[src/rtl/thread_fe_arb_pkg.sv]
package thread_fe_arb_pkg;

    localparam int NCTX = 2;

    // Mode encoding: bit t set means context t is active.
    typedef enum logic [1:0] {
        MODE_SOLO0 = 2'b01,
        MODE_SOLO1 = 2'b10,
        MODE_DUAL  = 2'b11
    } run_mode_e;

    typedef enum logic {
        TURN_T0 = 1'b0,
        TURN_T1 = 1'b1
    } turn_e;

endpackage

[src/rtl/ctx_mode_fsm.sv]
module ctx_mode_fsm
    import thread_fe_arb_pkg::*;
(
    input  logic            clk,
    input  logic            rst_n,
    input  logic [NCTX-1:0] halt_cmd,
    input  logic [NCTX-1:0] wake_irq,
    output run_mode_e       mode_q
);

    run_mode_e mode_d;

    // State register.
    always_ff @(posedge clk or negedge rst_n) begin
        if (!rst_n) begin
            mode_q <= MODE_SOLO0;
        end else begin
            mode_q <= mode_d;
        end
    end

    // Transitions.
    always_comb begin
        mode_d = mode_q;
        unique case (mode_q)
            MODE_SOLO0: begin
                // A halt to context 0 is dropped: it is the only active context.
                if (wake_irq[1]) begin
                    mode_d = MODE_DUAL;
                end
            end
            MODE_SOLO1: begin
                if (wake_irq[0]) begin
                    mode_d = MODE_DUAL;
                end
            end
            MODE_DUAL: begin
                // If both halts arrive together, context 0 keeps running.
                if (halt_cmd[1]) begin
                    mode_d = MODE_SOLO0;
                end else if (halt_cmd[0]) begin
                    mode_d = MODE_SOLO1;
                end
            end
            default: mode_d = MODE_SOLO0;
        endcase
    end

endmodule

[src/rtl/turn_arbiter.sv]
module turn_arbiter
    import thread_fe_arb_pkg::*;
(
    input  logic            clk,
    input  logic            rst_n,
    input  logic [NCTX-1:0] req,
    input  logic [NCTX-1:0] active,
    output logic [NCTX-1:0] gnt,
    output logic            gnt_id
);

    turn_e           turn_q;
    turn_e           turn_d;
    logic [NCTX-1:0] elig;

    assign elig = req & active;

    // State register.
    always_ff @(posedge clk or negedge rst_n) begin
        if (!rst_n) begin
            turn_q <= TURN_T0;
        end else begin
            turn_q <= turn_d;
        end
    end

    // Grant outputs: the turn holder goes first, otherwise fill with the other context.
    always_comb begin
        gnt = '0;
        unique case (turn_q)
            TURN_T0: begin
                if (elig[0])      gnt = 2'b01;
                else if (elig[1]) gnt = 2'b10;
            end
            TURN_T1: begin
                if (elig[1])      gnt = 2'b10;
                else if (elig[0]) gnt = 2'b01;
            end
            default: gnt = '0;
        endcase
        gnt_id = gnt[1];
    end

    // The turn passes away from whichever context was just granted.
    always_comb begin
        turn_d = turn_q;
        if (gnt[0]) begin
            turn_d = TURN_T1;
        end else if (gnt[1]) begin
            turn_d = TURN_T0;
        end
    end

endmodule

[src/rtl/fetch_ptr_bank.sv]
module fetch_ptr_bank
    import thread_fe_arb_pkg::*;
#(
    parameter int          PTR_W    = 32,
    parameter int          STEP     = 16,
    parameter logic [63:0] RST_PTR0 = 64'h0,
    parameter logic [63:0] RST_PTR1 = 64'h1000
) (
    input  logic                       clk,
    input  logic                       rst_n,
    input  logic [NCTX-1:0]            adv,
    output logic [NCTX-1:0][PTR_W-1:0] ptr_q
);

    localparam logic [PTR_W-1:0] INC    = PTR_W'(STEP);
    localparam logic [PTR_W-1:0] INIT_0 = PTR_W'(RST_PTR0);
    localparam logic [PTR_W-1:0] INIT_1 = PTR_W'(RST_PTR1);

    for (genvar t = 0; t < NCTX; t++) begin : g_ctx
        localparam logic [PTR_W-1:0] INIT_T = (t == 0) ? INIT_0 : INIT_1;
        always_ff @(posedge clk or negedge rst_n) begin
            if (!rst_n) begin
                ptr_q[t] <= INIT_T;
            end else if (adv[t]) begin
                ptr_q[t] <= ptr_q[t] + INC;
            end
        end
    end

endmodule

[src/rtl/thread_fe_arb.sv]
module thread_fe_arb
    import thread_fe_arb_pkg::*;
#(
    parameter int          PTR_W    = 32,
    parameter int          STEP     = 16,
    parameter logic [63:0] RST_PTR0 = 64'h0,
    parameter logic [63:0] RST_PTR1 = 64'h1000
) (
    input  logic                 clk,
    input  logic                 rst_n,
    input  logic [1:0]           fetch_req,
    input  logic [1:0]           halt_cmd,
    input  logic [1:0]           wake_irq,
    output logic [1:0]           grant,
    output logic                 grant_id,
    output logic [1:0]           run_mode,
    output logic [1:0][PTR_W-1:0] next_ptr
);

    run_mode_e       mode_q;
    logic [NCTX-1:0] active;
    logic [NCTX-1:0] gnt;
    logic            gnt_id;

    ctx_mode_fsm u_mode (
        .clk      (clk),
        .rst_n    (rst_n),
        .halt_cmd (halt_cmd),
        .wake_irq (wake_irq),
        .mode_q   (mode_q)
    );

    assign active = mode_q;

    turn_arbiter u_arb (
        .clk    (clk),
        .rst_n  (rst_n),
        .req    (fetch_req),
        .active (active),
        .gnt    (gnt),
        .gnt_id (gnt_id)
    );

    fetch_ptr_bank #(
        .PTR_W    (PTR_W),
        .STEP     (STEP),
        .RST_PTR0 (RST_PTR0),
        .RST_PTR1 (RST_PTR1)
    ) u_ptr (
        .clk   (clk),
        .rst_n (rst_n),
        .adv   (gnt),
        .ptr_q (next_ptr)
    );

    assign grant    = gnt;
    assign grant_id = gnt_id;
    assign run_mode = active;

endmodule

[config.mk]
export PLATFORM = sky130hd
export DESIGN_NAME = thread_fe_arb
export DESIGN_NICKNAME = d
export VERILOG_FILES = /design/src/rtl/thread_fe_arb_pkg.sv /design/src/rtl/ctx_mode_fsm.sv /design/src/rtl/turn_arbiter.sv /design/src/rtl/fetch_ptr_bank.sv /design/src/rtl/thread_fe_arb.sv
export SDC_FILE = /design/constraint.sdc
export NUM_CORES = 1
export LEC_CHECK = 0
export BUFFER_PORTS_ARGS = -buffer_cell sky130_fd_sc_hd__buf_4
export CAP_MARGIN = 10
export CORE_MARGIN = 3
export CORE_UTILIZATION = 35
export DETAILED_ROUTE_END_ITERATION = 8
export SETUP_SLACK_MARGIN = 0.15
export SLEW_MARGIN = 20
export SYNTH_ARGS = -nofsm -noshare
export SYNTH_HDL_FRONTEND = slang
export SYNTH_SLANG_ARGS = --single-unit
[constraint.sdc]
create_clock -name clk -period 1.7 [get_ports clk]
set_input_delay 0 -clock clk [delete_from_list [all_inputs] [get_ports clk]]
set_output_delay 0 -clock clk [all_outputs]
set_load 0.005 [all_outputs]
After elaboration in Yosys (flattened, before gate mapping)
Index checks and enable logic that the tools add are counted.
{"block": "word_totals", "ff_bits": 67, "inputBits": 8, "wordCells": 28}
{"block": "classes", "n_addsub": 2, "n_eq_ne": 6, "mux": 12, "bitwise_logic": 2, "n_reduce_logical": 2}
{"operator": "32-bit by 5-bit adder with 32-bit output (second input constant)", "n": 2}
{"operator": "2-bit two-way mux", "n": 7}
{"operator": "2-bit case mux with 3 select lines", "n": 1}
{"operator": "2-bit equality test (second input constant)", "n": 2}
{"operator": "2-bit != test (second input constant)", "n": 2}
{"operator": "2-bit case mux with 2 select lines", "n": 1}
{"operator": "1-bit two-way mux", "n": 3}
{"operator": "3-bit != test (second input constant)", "n": 1}
{"operator": "3-bit AND reduction", "n": 1}
{"operator": "2-bit AND", "n": 1}
{"operator": "2-bit by 1-bit equality test with 1-bit output (second input constant)", "n": 1}
{"operator": "2-bit nonzero test", "n": 1}
{"operator": "1-bit NOT", "n": 1}

Logic depth before layout (Yosys ltp)
{"block": "logic_depth", "word_depth": 6, "ltp_mapped": 5, "depth_no_buf": 5}

Hierarchy
From an unflattened synthesis, not the netlist that was laid out.
{"block": "hier_totals", "cells_unflattened": 253, "area_unflattened_um2": 2890.3}
{"module": "fetch_ptr_bank", "instances": 1, "cells_each": 223, "area_each_um2": 2598.7, "seq_area_each_um2": 1402.6}
{"module": "ctx_mode_fsm", "instances": 1, "cells_each": 22, "area_each_um2": 220.2, "seq_area_each_um2": 51.3}
{"module": "turn_arbiter", "instances": 1, "cells_each": 8, "area_each_um2": 71.3, "seq_area_each_um2": 25.0}

Least setup slack after synthesis
No wires, ideal clock.
{"block": "synth_timing", "kind": "reg-to-reg", "from": "register u_mode.mode_q[0]", "to": "register u_mode.mode_q[1]", "setup_time_ns": 0.125, "arrival_ns": 1.545, "slack_ns": 0.030, "stages_incl_launch_ff": 5, "synth_period_minus_slack_ns": 1.670, "cell_sequence": "dfstp_2 > inv_1 > ha_1 > a221oi_1 > mux2_2"}
{"block": "synth_between", "elab_chain_len": 3, "word_cells_on_any_way": 8}
{"element": "start: declaration", "line_no": "ctx_mode_fsm.sv:8", "source": "output run_mode_e mode_q"}
{"element": "start signal: assignment", "line_no": "ctx_mode_fsm.sv:18", "source": "mode_q <= mode_d;"}
{"element": "2-bit equality test or 2-bit by 1-bit equality test with 1-bit output (tied branches)", "line_no": "ctx_mode_fsm.sv:25", "source": "unique case (mode_q)"}
{"element": "3-bit != test (no line) or 2-bit != test (tied branches)"}
{"element": "3-bit AND reduction (no line)"}
Parallel ways exist; a longest one is shown, timed or not.
A chain may end at the register's enable or synchronous reset.

Final worst setup path
{"block": "layout_timing", "from": "register u_ptr.ptr_q[10] in the netlist's numbering", "to": "register u_ptr.ptr_q[28] in the netlist's numbering"}
{"block": "layout_between", "elab_chain_len": 1}
{"element": "start: declaration", "line_no": "fetch_ptr_bank.sv:12", "source": "output logic [NCTX-1:0][PTR_W-1:0] ptr_q"}
{"element": "start signal: indexed assignment", "line_no": "fetch_ptr_bank.sv:25", "source": "ptr_q[t] <= ptr_q[t] + INC;"}
{"element": "32-bit by 5-bit adder with 32-bit output", "line_no": "fetch_ptr_bank.sv:25"}
Every way passes these cells.

==> out/qor.csv <==
stage,metric,value,unit
outcome,status,"complete, no violations",
placement,gpl.final_weighted_congestion,0.821,
sta,fin_hold_ws,0.0170,ns
sta,fin_crit_sh,93.6,%
synthesis,yosysMostFrequentCell,dfrtp_1,
run,cap_violations,0,
synthesis,synth_largest_area_cell,dfrtp_1,
sta,slew_headroom,49.2,%
cts,clock_path_buffers,2,
cts,clk_latency,0.33,ns
critical_path,critPathSlowestCell,dfrtp_1,
die,fp.dieH,99.0,um
synthesis,syn-instance-count,271,
die,fp.dieW,99.0,um
power,p_switching,0.00129,W
power,combPwrFrac,29.6,%
die,core_area,8300,sq um
routing,wl_per_cell,14.6,um
synthesis,netlist_area,3020,sq um
sta,rsz0062_at_grt,yes,
critical_path,cp_num_buf_inv,1,
global_routing,grt_overflow,0,
placement,io_buffers,68,
die,die_area,9790,sq um
placement,dpl.hpwl,4750,um
global_routing,grt_max_degree,60,
power,p_total,0.00414,W
sta,finalSetupViolCount,0,
power,clkPwrFrac,27.6,%
synthesis,syn_avg_cell_area,11.2,sq um
synthesis,synth_edf_count,0,
critical_path,crit_arrival,1.84,ns
power,p_leak,2.13,nW
sta,fin_setup_tns,0,ns
routing,drc,0,
synthesis,synthTopCellsByArea,"dfrtp_1 47%, xor2_1 8.4%, xnor2_1 7.2%",
power,sequentialPowerShare,42.8,%
synthesis,synthDominantCellAreaShare,47.2,%
synthesis,synth_ff_type,dfrtp_1,
global_routing,antenna_found_initial,0,
synthesis,ys_ff_latch,59,
critical_path,cp_slowest_stage_delay,0.39,ns
placement,placed_cells,448,
power,p_int,0.00285,W
routing,drt_wl_total,6970,um
cts,cts.sinks,59,
finish,diodes,0,
cts,cts_buffers,9,
sta,hold_viol,0,
routing,viasPerCell,4.88,
finish,syn2layout_area_growth,37.8,%
finish,fillers,769,
global_routing,grtUsageTotal,14.6,%
critical_path,crit_path_end_kind,register,
die,start_util,36.4,%
finish,fin_cells,477,
synthesis,synth_common_cells,"57 x dfrtp_1, 29 x xor2_1, 25 x xnor2_1, 18 x nand3_1, 17 x nand2_1",
sta,tightest_slew,0.762,ns
cts,path_clk_slew,0.06,ns
sta,finClkSkew,0.00611,ns
routing,first_pass_iters,4,
cts,cts_root_buf,clkbuf_8,
routing,num_vias,2329,
critical_path,cp_cell_sequence,and4_4 -> nand3_4 -> clkbuf_4 -> nor4_4 -> xor2_1,
critical_path,worst-path-max-fanout,8,
critical_path,cp_top_family,simple AND/OR/NAND/NOR gates,
synthesis,ys_seq_area_share,48.9,%
die,io_pins,77,
power,ir_worst_vdd,654,uV
routing,ant_nets,0,
sta,max_freq,0.629,GHz
finish,layout-drive-gt1-share,42.5,%
synthesis,ys_types,37,
sta,drv_slew,0,
power,power.density,994,nW/um^2
sta,period_needed,1.59,ns
synthesis,yosysWarnings,0,
routing,dr.first_iter.drc_count,33,
global_routing,first_global_vias,2253,
finish,layout.nets,381,
critical_path,worstPathRequired,1.95,ns
synthesis,async_reset_ff_share,100,%
power,sw_frac_of_total,31.2,%
min_path,worstHoldPathType,in2reg,
cts,cts_max_level,3,
cts,cts_tree,yes,
critical_path,start_kind,register,
critical_path,worstSetupPathType,reg2reg,
global_routing,grt_first_pass_wirelength,11500,um
die,fp-row-count,33,
-- sequential cells by signal, indices dropped and copies added, names as in the netlist --
| register | cells |
|---|---|
| u_arb.turn_q | 1 |
| u_mode.mode_q | 2 |
| u_ptr.ptr_q | 56 |
-- cell type report --
| cell class | count | area, sq um | share of cell area, % |
|---|---|---|---|
| Sequential cell | 59 | 1490 | 35.6 |
| Timing Repair Buffer | 94 | 716 | 17.2 |
| Clock buffer | 14 | 163 | 3.90 |
| Multi-Input combinational cell | 192 | 1620 | 38.9 |
| Clock inverter | 2 | 10.0 | 0.240 |
| Inverter | 11 | 41.3 | 0.991 |
| Tap cell | 105 | 131 | 3.15 |
-- repair_timing --
item	CTS	global route
setup buffers	5	6
setup endpoints to repair	26	38
gates resized for setup	19	26
cloned	1	0
pin swaps	3	13
endpoints found under the hold margin	57	0
hold buffers	1	0
-- power groups by stage --
stage / clock (W) / combinational, W / sequential (W)
after detailed placement: 0 / 0.000985 / 0.00180
after global routing: 0.00124 / 0.00138 / 0.00181
after CTS: 0.00117 / 0.00116 / 0.00176
after global placement: 0 / 0.000963 / 0.00180
after floorplan: 0 / 0.000529 / 0.00180
final: 0.00114 / 0.00123 / 0.00177
-- cell families after synthesis --
family | Yosys count | share of synthesized area [%]
and+or+nand+nor | 115 | 25.3
DFF | 59 | 48.9
xor gates and xnor gates | 54 | 15.6
buffers and inverters | 28 | 5.30
adders and majority gates | 6 | 2.48
AOI/OAI and AO/OA | 5 | 1.12
muxes | 3 | 1.12
other | 1 | 0.124
-- cell usage in the layout, fill, tap and decap left out, types with 5 or more instances in the layout --
cell | Yosys | layout
buf_4 | 10 | 90
dfrtp_1 | 57 | 52
xor2_1 | 29 | 29
xnor2_1 | 25 | 25
nand2_1 | 17 | 17
nand3_1 | 18 | 15
nand4_1 | 12 | 12
nor3_1 | 14 | 11
clkbuf_8 | 0 | 11
inv_1 | 11 | 10
and4_1 | 15 | 10
conb_1 | 1 | 8
and3_1 | 7 | 7
nor4_4 | 1 | 5
dfrtp_2 | 0 | 5
-- metal layers --
metal,routed length [um],GRT usage (%)
met2,3320,21.5
met4,139,6.93
met3,310,3.47
met1,3210,20.1
met5,0,0
-- worst min-delay path, cell delays in order --
cell and delay [ns]:
buf_4 0.09, a211oi_1 0.06, a21oi_1 0.14
-- metrics by stage --
| stage | instance area (sq um) | utilization [%] | setup slack (ns) |
|---|---|---|---|
| floorplan | 3060 | - | 0.168 |
| global placement | 3690 | 44.4 | 0.0590 |
| detailed placement | 3690 | 44.4 | -0.00980 |
| CTS | 4000 | 48.2 | 0.144 |
| global route | 4170 | 50.2 | 0.0341 |
| finish | 4170 | 50.2 | 0.110 |
-- path summary, 6_finish.rpt --
path                                  from                to  slack, ns  depth (start not counted)
max                        u_ptr.ptr_q[10]   u_ptr.ptr_q[28]       0.11                          5
min                            halt_cmd[1]  u_mode.mode_q[0]       0.02                          3
max reg2reg                u_ptr.ptr_q[10]   u_ptr.ptr_q[28]       0.11                          5
min reg2reg                u_ptr.ptr_q[31]   u_ptr.ptr_q[31]       0.48                          1
max in group asynchronous            rst_n   u_ptr.ptr_q[15]       0.86                          2
min in group asynchronous            rst_n   u_ptr.ptr_q[53]       0.27                          2
(Power assumes the default switching activity.)
